## config.mk

```make
export PLATFORM = sky130hd
export DESIGN_NAME = sys_cfg_regs
export DESIGN_NICKNAME = d
export VERILOG_FILES = /design/src/rtl/sys_cfg_regs.sv
export SDC_FILE = /design/constraint.sdc
export NUM_CORES = 1
export LEC_CHECK = 0
export ABC_CLOCK_PERIOD_IN_PS = 4850
export BUFFER_PORTS_ARGS = -buffer_cell sky130_fd_sc_hd__buf_4
export CORE_UTILIZATION = 31
export DETAILED_ROUTE_END_ITERATION = 12
export GPL_TIMING_DRIVEN = 0
export SYNTH_ARGS = -nofsm -noshare
export SYNTH_HDL_FRONTEND = slang
export SYNTH_SLANG_ARGS = --single-unit
```

## constraint.sdc

```tcl
create_clock -name clk -period 4.85 [get_ports clk]
set_input_delay 0.485 -clock clk [delete_from_list [all_inputs] [get_ports clk]]
set_output_delay 0.485 -clock clk [all_outputs]
set_load 0.005 [all_outputs]
```

## src/rtl/sys_cfg_regs.sv

```systemverilog
module sys_cfg_regs #(
  parameter int unsigned NUM_OSC = 3,
  parameter logic [31:0] OSC_RST [NUM_OSC] = '{32'd50000000, 32'd24576000, 32'd25000000},
  parameter logic [31:0] CFG4_VAL = 32'h0,
  parameter logic [31:0] AID_VAL  = 32'h0,
  parameter logic [31:0] ID_VAL   = 32'h0
) (
  input  logic        clk,
  input  logic        rst_n,
  input  logic        bus_valid,
  input  logic        bus_write,
  input  logic [11:0] bus_addr,
  input  logic [31:0] bus_wdata,
  output logic [31:0] bus_rdata,
  output logic [7:0]  led_out
);
  localparam logic [11:0] A_CFG0 = 12'h000, A_CFG1 = 12'h004, A_CFG3 = 12'h00C,
                          A_CFG4 = 12'h010, A_RTN  = 12'h0A0, A_DOUT = 12'h0A4,
                          A_CTRL = 12'h0A8, A_STAT = 12'h0AC, A_DLL  = 12'h100,
                          A_AID  = 12'hFF8, A_ID   = 12'hFFC;
  localparam logic [31:0] CTRL_KEEP = 32'h43F0_0FFF;
  localparam logic [7:0]  LOCKED = 8'hFF;

  logic [31:0] cfg0_q, cfg1_q, rtn_q, dout_q, ctrl_q;
  logic [1:0]  stat_q;
  logic [7:0]  dll_mask_q;
  logic [31:0] osc_q [NUM_OSC];
  logic [31:0] osc_sel;

  wire        wr      = bus_valid && bus_write;
  wire        ctrl_wr = wr && bus_addr == A_CTRL;
  wire        start   = bus_wdata[31];
  wire [11:0] dev     = bus_wdata[11:0];
  wire        hit     = bus_wdata[25:20] == 6'd1 && 32'(dev) < NUM_OSC;
  wire        go      = ctrl_wr && start && hit;

  always_comb begin
    osc_sel = '0;
    for (int i = 0; i < NUM_OSC; i++)
      if (32'(dev) == i) osc_sel = osc_q[i];
  end

  for (genvar g = 0; g < NUM_OSC; g++) begin : g_osc
    always_ff @(posedge clk)
      if (!rst_n) osc_q[g] <= OSC_RST[g];
      else if (go && bus_wdata[30] && 32'(dev) == g) osc_q[g] <= dout_q;
  end

  always_ff @(posedge clk) begin
    if (!rst_n) begin
      cfg0_q     <= '0;
      cfg1_q     <= '0;
      rtn_q      <= '0;
      dout_q     <= '0;
      ctrl_q     <= 32'h0010_0000;
      stat_q     <= '0;
      dll_mask_q <= 8'hFF;
    end else if (wr) begin
      case (bus_addr)
        A_CFG0: cfg0_q <= bus_wdata;
        A_CFG1: cfg1_q <= bus_wdata;
        A_DOUT: dout_q <= bus_wdata;
        A_DLL:  dll_mask_q <= bus_wdata[31:24];
        A_CTRL: begin
          ctrl_q <= bus_wdata & CTRL_KEEP;
          stat_q <= start ? {~hit, 1'b1} : 2'b00;
          if (go && !bus_wdata[30]) rtn_q <= osc_sel;
        end
        default: ;
      endcase
    end
  end

  wire [31:0] dll_word = {dll_mask_q, LOCKED, 15'h0, |(dll_mask_q & LOCKED)};

  always_comb begin
    bus_rdata = '0;
    if (bus_valid && !bus_write)
      case (bus_addr)
        A_CFG0: bus_rdata = cfg0_q;
        A_CFG1: bus_rdata = cfg1_q;
        A_CFG3: bus_rdata = '0;
        A_CFG4: bus_rdata = CFG4_VAL;
        A_RTN:  bus_rdata = rtn_q;
        A_DOUT: bus_rdata = dout_q;
        A_CTRL: bus_rdata = ctrl_q;
        A_STAT: bus_rdata = {30'h0, stat_q};
        A_DLL:  bus_rdata = dll_word;
        A_AID:  bus_rdata = AID_VAL;
        A_ID:   bus_rdata = ID_VAL;
        default: bus_rdata = '0;
      endcase
  end

  assign led_out = cfg1_q[7:0];
endmodule


```

==> results_dict.tcl <==
set metrics [dict create \
    status "complete, no violations" \
    fmax_ghz 0.262 \
    powerDensity_nw_per_um2 329 \
    pin_count 88 \
    synth_area_um2 12000 \
    grt_max_degree 25 \
    cts-resized-gates 0 \
    synth_fp_nets 1391 \
    h-tree-depth 1 \
    cp.arrival_ps 3340 \
    cts_tree "yes" \
    globalRouteTotalUtil 0.213 \
    synth_cells 1343 \
    via_per_inst 5.38 \
    grt_pass1_vias 10500 \
    finalNonFillerCells 1992 \
    cts_buffer_depth 3 \
    vdd_drop_max_uv 194 \
    rsz0062_at_grt "false" \
    drive_above_1_share 0.144 \
    die_area_um2 39400 \
    max_slew.worst_pin.slew_ps 1160 \
    drt_wl_total_mm 42.2 \
    grt_pass1_wl_mm 63.2 \
    synthFlopType "dfxtp_1" \
    path_buf_inv 3 \
    ys_ff_latch 253 \
    avgSynthCellArea_um2 8.90 \
    start_util 0.316 \
    cts_buffers 27 \
    synth_warnings 0 \
    p_leak_nw 4.51 \
    row_count 71 \
    synth_enable_flop_cells 96 \
    clock-skew-final_ps 9.14 \
    drtAntennaViolNets 0 \
    netlist_top_cells_area "dfxtp_1 26%, edfxtp_1 24%, nand2_1 11%" \
    end_kind "primary output" \
    n_antenna_cell 0 \
    final_common_cell "nand2_1" \
    finalMaxSlewViolations 0 \
    cts_hold_buf 0 \
    fin_crit_ps 3820 \
    clk_pin_slew_ps 60 \
    clk-insertion-delay-late_ps 540 \
    via_count 10700 \
    cp-start-kind "primary input" \
    avgRoutedWirePerCell_um 21.2 \
    final_area_um2 14300 \
    netlist-cell-type-count 54 \
    fin_crit_sh 0.788 \
    dp_cells 1942 \
    hpwlAfterDp_mm 31.0 \
    cp_cell_sequence "clkbuf_1 -> or4_1 -> buf_2 -> nor3_1 -> a22oi_1 -> a21oi_1 -> buf_4" \
    max-slew-margin-rel 0.220 \
    layout_common_cells "354 x nand2_1, 157 x dfxtp_1, 147 x a21oi_1" \
    final_util 0.378 \
    fp.coreArea_um2 37800 \
    gp_congestion 0.940 \
    drc 0 \
    drv_cap 0 \
    crit_type "primary input to primary output" \
    hold_class "primary input to flip-flop" \
    post_cts_buffers 0 \
    synthDominantCellAreaShare 0.263 \
    port_buffers 84 \
    ys_seq_area_frac 0.504 \
    required_ps 4370 \
    area_growth_pct 19.5 \
    drtIter0Drc 999 \
    setup-violations-final 0 \
    async_flop_share 0 \
    final_nets 1508 \
    antenna_found_initial 0 \
    critical-path-slowest-cell "nor3_1" \
    synth_top_area_cell "dfxtp_1" \
    hold_violations 0 \
    path_max_fanout 9 \
    die_x_um 198 \
    hold_slack_ps 202 \
    cpLargestDelayFamily "simple AND/OR/NAND/NOR gates" \
    total_power_w 0.00470 \
    clock-root-buffer "clkbuf_16" \
    cts_sinks 253 \
    dr.pass1.iters 5 \
    cpPeakStageDelay_ps 960 \
    grt_overflow 0 \
    die_y_um 198 \
    placed_area_um2 13300 \
]
routing by layer:
layer,track usage,share of wire,vias to the layer above
li1,-,-,5007
met1,0.274,0.41,5063
met2,0.344,0.46,525
met3,0.0446,0.094,113
met4,0.0974,0.043,0
met5,0,0,-
cell usage after synthesis (all sizes together), types with 3 or more instances:
library cell    n
o22ai           3
a211oi         25
a22oi          12
and3            9
o21ai          24
nor4b           3
nor2           23
inv             5
and4            4
nand4           7
nor3           73
dfxtp         157
nand3          58
nand2         354
nand2b          3
edfxtp         96
nor4           13
and2            3
or3b           28
o2bb2ai        34
clkbuf         97
mux2i          80
a221o           3
a32oi           6
a21oi         147
buf            32
mux2           10
or4            10
kinds of logic after synthesis:
family                 synth area share
AOI/OAI and AO/OA                 0.136
buffers and inverters            0.0469
DFF                               0.504
muxes                            0.0764
and+or+nand+nor                   0.237
layout make-up:
cell class	count	area, µm²
fillers	3902	23600
flip-flops and latches	253	6030
multi-input cells	956	5420
clock buffers	38	801
repair buffers	88	706
well taps	511	639
plain buffers	129	542
clock inverters	12	140
inverters	5	18.8
stage by stage:
| step | setup slack, ps | TNS, ps |
|---|---|---|
| floorplan | 161 | 0 |
| global placement | -2170 | -188620 |
| detailed placement | 1230 | 0 |
| CTS | 1210 | 0 |
| global route | 1080 | 0 |
| finish | 1030 | 0 |
worst paths after layout:
path                                start                         end  slack, ps  depth (start not counted)
setup / recovery              bus_addr[7]               bus_rdata[14]       1030                          7
hold / removal              bus_wdata[26]  dll_mask_q[2]$_SDFFE_PN1P_        200                          3
setup reg to reg  dout_q[25]$_SDFFE_PN0P_  osc_q[0][25]$_SDFFCE_PN1P_       3650                          1
hold reg to reg    cfg0_q[4]$_SDFFE_PN0P_      cfg0_q[4]$_SDFFE_PN0P_        450                          2
sequential cells by signal, indices dropped and copies added (netlist names):
| name | flops |
|---|---|
| osc_q | 96 |
| stat_q | 2 |
| cfg1_q | 32 |
| rtn_q | 32 |
| cfg0_q | 32 |
| dll_mask_q | 8 |
| ctrl_q | 19 |
| dout_q | 32 |
where the power goes:
part | switching [W] | leakage, nW | internal, W
clock | 0.000863 | 0.467 | 0.00131
combinational | 0.000209 | 1.80 | 0.0000777
sequential | 0.00000797 | 2.25 | 0.00223
Note: power is estimated with default switching activity, not from simulation.
